$ cat config.mk
export PLATFORM = sky130hd
export DESIGN_NAME = spi_cs_sequencer
export DESIGN_NICKNAME = d
export VERILOG_FILES = /design/src/rtl/spi_cs_seq_pkg.sv /design/src/rtl/scs_timing_reg.sv /design/src/rtl/scs_period_sel.sv /design/src/rtl/scs_sck_gen.sv /design/src/rtl/spi_cs_sequencer.sv
export SDC_FILE = /design/constraint.sdc
export NUM_CORES = 1
export LEC_CHECK = 0
export ABC_AREA = 1
export ABC_CLOCK_PERIOD_IN_PS = 2700
export CORE_MARGIN = 2
export CORE_UTILIZATION = 40
export DETAILED_ROUTE_END_ITERATION = 10
export GPL_TIMING_DRIVEN = 0
export PLACE_DENSITY_LB_ADDON = 0.08
export SYNTH_ARGS = -nofsm -noshare
export SYNTH_HDL_FRONTEND = slang
export SYNTH_SLANG_ARGS = --single-unit
export TNS_END_PERCENT = 50
$ cat constraint.sdc
create_clock -name clk -period 2.7 [get_ports clk]
set_input_delay 0.405 -clock clk [delete_from_list [all_inputs] [get_ports clk]]
set_output_delay 0.405 -clock clk [all_outputs]
set_load 0.05 [all_outputs]
$ cat src/rtl/spi_cs_seq_pkg.sv
package spi_cs_seq_pkg;

    typedef enum logic [2:0] {
        ST_IDLE = 3'd0,
        ST_LEAD = 3'd1,
        ST_RUN  = 3'd2,
        ST_HOLD = 3'd3,
        ST_TAIL = 3'd4,
        ST_GAP  = 3'd5
    } seq_state_t;

    typedef struct packed {
        logic [7:0] gap;
        logic [3:0] hold;
        logic [3:0] tail;
        logic [3:0] lead;
    } dly_set_t;

    localparam logic [31:0] TIM_RST_WORD = 32'h0606_0406;

    function automatic dly_set_t unpack_dly(input logic [31:0] w);
        dly_set_t d;
        d.lead = w[3:0];
        d.tail = w[11:8];
        d.hold = w[19:16];
        d.gap  = w[31:24];
        return d;
    endfunction

endpackage

$ cat src/rtl/scs_timing_reg.sv
module scs_timing_reg
    import spi_cs_seq_pkg::*;
(
    input  logic        clk,
    input  logic        rst_n,
    input  logic        we,
    input  logic [31:0] wdata,
    output dly_set_t    dly
);

    dly_set_t dly_q;
    logic     unused_rsvd;

    always_ff @(posedge clk) begin
        if (!rst_n) begin
            dly_q <= unpack_dly(TIM_RST_WORD);
        end else if (we) begin
            dly_q <= unpack_dly(wdata);
        end
    end

    // bits outside the four fields are dropped on load
    assign unused_rsvd = ^{wdata[7:4], wdata[15:12], wdata[23:20]};
    assign dly = dly_q;

endmodule

$ cat src/rtl/scs_period_sel.sv
module scs_period_sel #(
    parameter int BASE_W = 8,
    parameter int ALT_W  = 16,
    parameter int PER_W  = 17
) (
    input  logic [BASE_W-1:0] base_div,
    input  logic [ALT_W-1:0]  alt_div,
    input  logic              alt_en,
    input  logic              sel_one,
    output logic [PER_W-1:0]  period
);

    localparam logic [PER_W-1:0] BASE_FULL = PER_W'(1) << BASE_W;
    localparam logic [PER_W-1:0] ALT_FULL  = PER_W'(1) << ALT_W;
    localparam logic [PER_W-1:0] MIN_PER   = PER_W'(2);

    logic [PER_W-1:0] base_p;
    logic [PER_W-1:0] alt_p;
    logic [PER_W-1:0] chosen;

    always_comb begin
        base_p = (base_div == '0) ? BASE_FULL : PER_W'(base_div);
        alt_p  = (alt_div  == '0) ? ALT_FULL  : PER_W'(alt_div);
        chosen = (sel_one && alt_en) ? alt_p : base_p;
        period = (chosen < MIN_PER) ? MIN_PER : chosen;
    end

endmodule

$ cat src/rtl/scs_sck_gen.sv
module scs_sck_gen #(
    parameter int PER_W = 17
) (
    input  logic             clk,
    input  logic             rst_n,
    input  logic             run,
    input  logic             cpol,
    input  logic [PER_W-1:0] period,
    output logic             sck,
    output logic             lead,
    output logic             trail
);

    logic [PER_W-1:0] pc;
    logic [PER_W-1:0] half;

    assign half = period >> 1;

    always_ff @(posedge clk) begin
        if (!rst_n) begin
            pc <= '0;
        end else if (!run || pc == period - PER_W'(1)) begin
            pc <= '0;
        end else begin
            pc <= pc + PER_W'(1);
        end
    end

    assign sck   = cpol ^ (run && (pc < half));
    assign lead  = run && (pc == '0);
    assign trail = run && (pc == half);

endmodule

$ cat src/rtl/spi_cs_sequencer.sv
module spi_cs_sequencer
    import spi_cs_seq_pkg::*;
#(
    parameter int BASE_DIV_W = 8,
    parameter int ALT_DIV_W  = 16
) (
    input  logic                  clk,
    input  logic                  rst_n,
    input  logic                  tim_we,
    input  logic [31:0]           tim_wdata,
    input  logic                  cpol,
    input  logic [1:0]            cs_sel,
    input  logic [BASE_DIV_W-1:0] base_div,
    input  logic [ALT_DIV_W-1:0]  alt_div,
    input  logic                  alt_div_en,
    input  logic                  start,
    input  logic                  last_done,
    output logic [1:0]            cs_n,
    output logic                  sck,
    output logic                  sck_lead,
    output logic                  sck_trail
);

    localparam int PER_W  = ((BASE_DIV_W > ALT_DIV_W) ? BASE_DIV_W : ALT_DIV_W) + 1;
    localparam int NUM_CS = 2;
    localparam int CNT_W  = 8;

    seq_state_t       state;
    seq_state_t       nxt;
    logic [CNT_W-1:0] cnt;
    dly_set_t         dly;
    logic [PER_W-1:0] period_w;
    logic [PER_W-1:0] per_q;
    logic             sel_q;
    logic             accept;

    scs_timing_reg u_tim (
        .clk   (clk),
        .rst_n (rst_n),
        .we    (tim_we),
        .wdata (tim_wdata),
        .dly   (dly)
    );

    scs_period_sel #(
        .BASE_W (BASE_DIV_W),
        .ALT_W  (ALT_DIV_W),
        .PER_W  (PER_W)
    ) u_per (
        .base_div (base_div),
        .alt_div  (alt_div),
        .alt_en   (alt_div_en),
        .sel_one  (cs_sel == 2'd1),
        .period   (period_w)
    );

    scs_sck_gen #(
        .PER_W (PER_W)
    ) u_sck (
        .clk    (clk),
        .rst_n  (rst_n),
        .run    (state == ST_RUN),
        .cpol   (cpol),
        .period (per_q),
        .sck    (sck),
        .lead   (sck_lead),
        .trail  (sck_trail)
    );

    assign accept = (state == ST_IDLE) && start && (cs_sel < 2'(NUM_CS));

    // next-state decode
    always_comb begin
        nxt = state;
        unique case (state)
            ST_IDLE: if (accept)                       nxt = ST_LEAD;
            ST_LEAD: if (cnt == CNT_W'(dly.lead))      nxt = ST_RUN;
            ST_RUN:  if (last_done)                    nxt = ST_HOLD;
            ST_HOLD: if (cnt == CNT_W'(dly.hold))      nxt = ST_TAIL;
            ST_TAIL: if (cnt == CNT_W'(dly.tail))      nxt = ST_GAP;
            ST_GAP:  if (cnt == dly.gap)               nxt = ST_IDLE;
            default:                                   nxt = ST_IDLE;
        endcase
    end

    // state register, phase counter and per-transaction latches
    always_ff @(posedge clk) begin
        if (!rst_n) begin
            state <= ST_IDLE;
            cnt   <= '0;
            sel_q <= 1'b0;
            per_q <= PER_W'(2);
        end else begin
            state <= nxt;
            cnt   <= (nxt != state) ? '0 : cnt + CNT_W'(1);
            if (accept) begin
                sel_q <= cs_sel[0];
                per_q <= period_w;
            end
        end
    end

    // select outputs
    always_comb begin
        cs_n = '1;
        unique case (state)
            ST_LEAD, ST_RUN, ST_HOLD, ST_TAIL: cs_n[sel_q] = 1'b0;
            default: ;
        endcase
    end

endmodule

### Word-level counts from Yosys, hierarchy flattened

Cells that the tools add are included.

* add/subtract/negate cells: 3
* $lt $le $gt $ge: 5
* equality and inequality tests: 13
* mux-type cells: 14
* bitwise logic cells: 3
* reduce and logical (&&, ||, !) cells: 16

Operators with widths (count)
* 2-to-1 mux 17 bit: 3
* equality test 8 x 4 -> 1 bit: 3
* 2-to-1 mux 3 bit: 6
* one-hot mux 3 bit (6 select lines): 1
* adder 17 x 1 -> 17 bit, second input constant: 1
* equality test 17 x 16 -> 1 bit: 1
* equality test 17 bit: 1
* zero test 17 bit: 1
* less-than comparator 17 x 16 -> 1 bit: 1
* less-than comparator 17 x 2 -> 1 bit, second input constant: 1
* subtractor 17 x 1 -> 17 bit, second input constant: 1
* zero test 16 bit: 1
* 2-to-1 mux 9 bit: 1
* adder 8 x 1 -> 8 bit, second input constant: 1
* equality test 8 bit: 1
* zero test 8 bit: 1
* logical AND 1 bit: 7
* equality test 3 x 2 -> 1 bit, second input constant: 2
* equality test 3 bit, second input constant: 2
* OR reduction 2 bit: 2
* OR reduction 4 bit: 1
* equality test 3 x 1 -> 1 bit, second input constant: 1
* zero test 3 bit: 1
* != test 3 bit: 1
* 12 further kinds: 12

* register bits: 66
* input bits: 65
* output and inout bits: 5
* word-level logic and storage cells: 63

### Depth between registers and ports, before layout

* depth in word-level cells: 7
* gate-level depth with buffers: 14

### By module

From an unflattened synthesis, not the netlist that was laid out.

* cell total of the unflattened synthesis: 757
* area total of the unflattened synthesis: 4723.3 µm²

Modules (own cells, without submodules)
* scs_sck_gen: instances 1, cells each 325, area each 1940.6 µm², sequential area each 340.3 µm²
* spi_cs_sequencer: instances 1, cells each 236, area each 1632.8 µm², sequential area each 580.6 µm²
* scs_timing_reg: instances 1, cells each 113, area each 790.8 µm², sequential area each 400.4 µm²
* scs_period_sel: instances 1, cells each 83, area each 359.1 µm², sequential area each 0.0 µm²

### Least setup slack after synthesis

No wires, ideal clock.

* kind: register to output
* start point: reg per_q[13]
* end point: out sck_trail
* data arrival time: 2686 ps
* data required time: 2295 ps
* slack: -391 ps
* cell stages (with the launch flop): 9
* cell sequence: dfxtp_1 > inv_1 > ha_1 > nand2_1 > inv_1 > nand3_1 > nor2_1 > nand3_1 > nor4b_1

* cells in the longest elaborated chain, start to end: 2

Ends and longest elaborated chain
* start, declared: RTL line spi_cs_sequencer.sv:33 `logic [PER_W-1:0] per_q;`
* start signal, assigned: RTL line spi_cs_sequencer.sv:98 `per_q <= period_w;`
* equality test 17 x 16 -> 1 bit: RTL line scs_sck_gen.sv:31 `assign trail = run && (pc == half);`
* logical AND 1 bit: RTL line scs_sck_gen.sv:31
* end, declared: RTL line spi_cs_sequencer.sv:21 `output logic sck_trail`

No other way between the ends.

### Final worst setup path

* start point: reg per_q[8]
* end point: out sck

* cells in the longest elaborated chain, start to end: 3

Ends and longest elaborated chain
* less-than comparator 17 x 16 -> 1 bit: RTL line scs_sck_gen.sv:29 `assign sck = cpol ^ (run && (pc < half));`
* logical AND 1 bit: RTL line scs_sck_gen.sv:29
* XOR 1 bit: RTL line scs_sck_gen.sv:29
* end, declared: RTL line spi_cs_sequencer.sv:19 `output logic sck,`

No other way between the ends.

==> flow_metrics.py <==
metrics = {
    "clock_tree": {
        "cts_buffer_depth": 2,
        "clockRootBuffer": "clkbuf_8",
        "cts-buffers-inserted": 9,
        "cts_tree": "done",
        "cts_hold_buffers": 0,
        "clk_pin_slew_ps": 80,
        "htreeDepth": 3,
        "clock_sink_count": 66,
        "clock_latency_ps": 340,
    },
    "synthesis": {
        "synthTopCellsByArea": "dfxtp_1, nand2_1, nor2_1",
        "synth_edf_count": 0,
        "synth_cells": 667,
        "synth.most_common_cell": "nand2_1",
        "yosys_warnings": 0,
        "synth_seq_cells": 66,
        "synth_flop_cell": "dfxtp_1",
        "yosys-top-cells-count": "nand2_1, nor2_1, inv_1",
        "yosys.area.top_type": "dfxtp_1",
        "ys_seq_area_share_pct": 30.3,
        "synth_nets": 752,
        "netlist_area_mm2": 0.00436,
        "synth_top_area_share_pct": 30.3,
        "synthArstFlopShare_pct": 0,
        "syn_area_per_cell_um2": 6.53,
        "ys_types": 35,
    },
    "critical_path": {
        "critPathCaptureType": "output port",
        "crit_top_cell": "nand2_1",
        "slowest_delay_ps": 460,
        "r2r-end": "u_sck.pc[12]",
        "r2r-start": "per_q[0]",
        "reg2regPathDepth": 12,
        "r2r_slack_ps": 500,
        "worstPathArrival_ps": 2170,
        "crit_fanout": 5,
        "critPathKind": "flip-flop to output port",
        "crit_path_start_kind": "flip-flop",
        "cp_slowest_cell": "dfxtp_1",
        "worstSetupStartpoint": "per_q[8]",
        "critical_path.endpoint": "sck",
        "cp_cell_sequence": "inv_1 -> ha_1 -> nand2_1 -> nor2_1 -> nor3b_2 -> nand2_1 -> nand2_1 -> nand4_1 -> xnor2_1 -> buf_4",
        "worstPathRequired_ps": 2300,
    },
    "sta": {
        "fin_crit_sh_pct": 95.3,
        "tightest_slew_ps": 546,
        "slew_headroom_pct": 63.6,
        "setup_violations": 0,
        "skew_ps": 11.6,
        "max_freq_mhz": 389,
        "rsz0062_at_grt": "no",
        "hold_ws_ps": 476,
        "final_max_slew_viol_count": 0,
        "finalHoldViolations": 0,
        "period_minus_slack_ps": 2570,
    },
    "placed_design": {
        "numPortBuffers": 56,
        "place_congestion": 0.921,
        "dp_hpwl_mm": 9.41,
    },
    "cells_and_area": {
        "nets": 819,
        "area_growth_pct": 22.5,
        "diodes": 0,
        "layout-drive-gt1-share_pct": 7.71,
    },
    "routing": {
        "ant_nets": 0,
        "num_vias": 4295,
        "vias_per_cell": 4.89,
        "drt_wl_total_mm": 11.6,
        "first_iter_violations": 174,
        "wire_per_inst_um": 13.2,
        "dr.pass1.iters": 4,
        "drc": 0,
    },
    "global_routing": {
        "grt_usage_pct": 20.9,
        "grt_pass1_vias": 4085,
        "grt_max_degree": 14,
        "grt_pass1_wl_mm": 19.3,
        "antenna_found_initial": 0,
        "grt_overflow_total": 0,
    },
    "run": {
        "drv_cap": 0,
    },
    "floorplanning": {
        "start_util_pct": 40.6,
        "die_y_um": 108,
        "coreArea_mm2": 0.0107,
        "ioPinCount": 70,
        "dieWidth_um": 108,
        "rows": 38,
        "die-area_mm2": 0.0117,
    },
    "power_and_ir_drop": {
        "ir_drop_uv": 236,
        "p_total_w": 0.00249,
        "power.density_mw_per_mm2": 466,
        "p_leak_nw": 2.37,
    },
    "outcome": {
        "status": "complete, no violations",
    },
    "worst_hold_path": {
        "hold_class": "flip-flop to flip-flop",
        "whs_path_depth": 2,
    },
}
state kept, by name, indices dropped and copies added (netlist names):
name,count
cnt,8
u_tim.dly,20
state,3
per_q,17
u_sck.pc,17
sel_q,1
final cells by class:
class / count / area, um^2
Multi-Input combinational cell: 496 / 2650
Sequential cell: 66 / 1330
Clock inverter: 7 / 103
Buffer: 19 / 87.6
Fill cell: 1147 / 5410
Tap cell: 140 / 175
Timing Repair Buffer: 56 / 554
Inverter: 86 / 323
Clock buffer: 9 / 124
cell families (layout without fill, tap and decap cells):
| family | Yosys count | count (layout) | share of synthesized area [%] |
|---|---|---|---|
| AND/OR/NAND/NOR | 353 | 353 | 35.3 |
| buffers and inverters | 105 | 177 | 9.42 |
| AO/OA/AOI/OAI | 76 | 76 | 9.79 |
| flip-flops | 66 | 66 | 30.3 |
| XOR/XNOR | 47 | 47 | 9.45 |
| adder cells (fa/ha/maj) | 20 | 20 | 5.74 |
metal layers:
metal	global-route usage [%]	share of wire, %	vias up
met5	0	0	-
met4	5.49	1.1	0
met3	3.50	3.2	11
met2	38.6	50	74
met1	25.1	46	1952
li1	-	-	2258
critical path: cells and delay by family, from the launching register on:
family	cells	cell delay [ps]
flip-flops	1	460
AND/OR/NAND/NOR	6	620
XOR/XNOR	1	160
adder cells (fa/ha/maj)	1	290
buffers and inverters	2	300
per-stage QoR:
step	setup TNS (ps)	instances	worst slack [ps]	cell area, um^2	utilization, %
4_1_cts	0	879	8.98	5320	49.5
2_1_floorplan	0	667	88.0	4360	-
3_3_place_gp	-313	863	-239	5100	47.5
6_report	0	879	127	5340	49.7
3_5_place_dp	-332	863	-253	5100	47.5
5_1_grt	0	879	14.6	5340	49.7
layout by cell type, fill, tap and decap left out, types with 2 or more instances in the layout:
master             n
nor2_2            11
or2_2              2
dfxtp_1           61
clkinv_4           3
inv_2              2
nor2_4             2
xnor2_1           23
clkbuf_8           9
nor2_1           110
bufinv_16          2
nand4_1           16
a211oi_1           9
nand3_1           44
xor2_1            24
nor4_1             3
nand3b_1           4
o21ai_0           34
buf_2              5
o21ai_1            2
nor3_2             2
clkbuf_1          11
nand2_1          147
nor3_1             5
clkbuf_2           2
o211ai_1           2
ha_1              20
dfxtp_2            5
inv_1             84
nand2_2            2
a21oi_1           26
clkdlybuf4s50_1   53
power breakdown:
| group | internal, W | switching (W) | leakage [nW] |
|---|---|---|---|
| registers | 0.00102 | 0.0000433 | 0.542 |
| logic | 0.000204 | 0.000269 | 1.72 |
| clock network | 0.000528 | 0.000426 | 0.110 |
| total | 0.00175 | 0.000739 | 2.37 |
timing repair:
action                                  4_1_cts  5_1_grt
gates cloned                                  0        0
setup buffers                                 0        0
gates resized for setup                      14       10
endpoints found under the setup margin        3        2
worst min path at each step:
stage	start	slack, ps	endpoint
after detailed placement	u_tim.dly[8]	470	u_tim.dly[8]
after CTS	u_tim.dly[8]	480	u_tim.dly[8]
after floorplan	u_sck.pc[0]	440	u_sck.pc[0]
after global placement	u_tim.dly[8]	460	u_tim.dly[8]
after global routing	u_tim.dly[8]	510	u_tim.dly[8]
final	u_tim.dly[8]	480	u_tim.dly[8]
(Power assumes the default switching activity.)
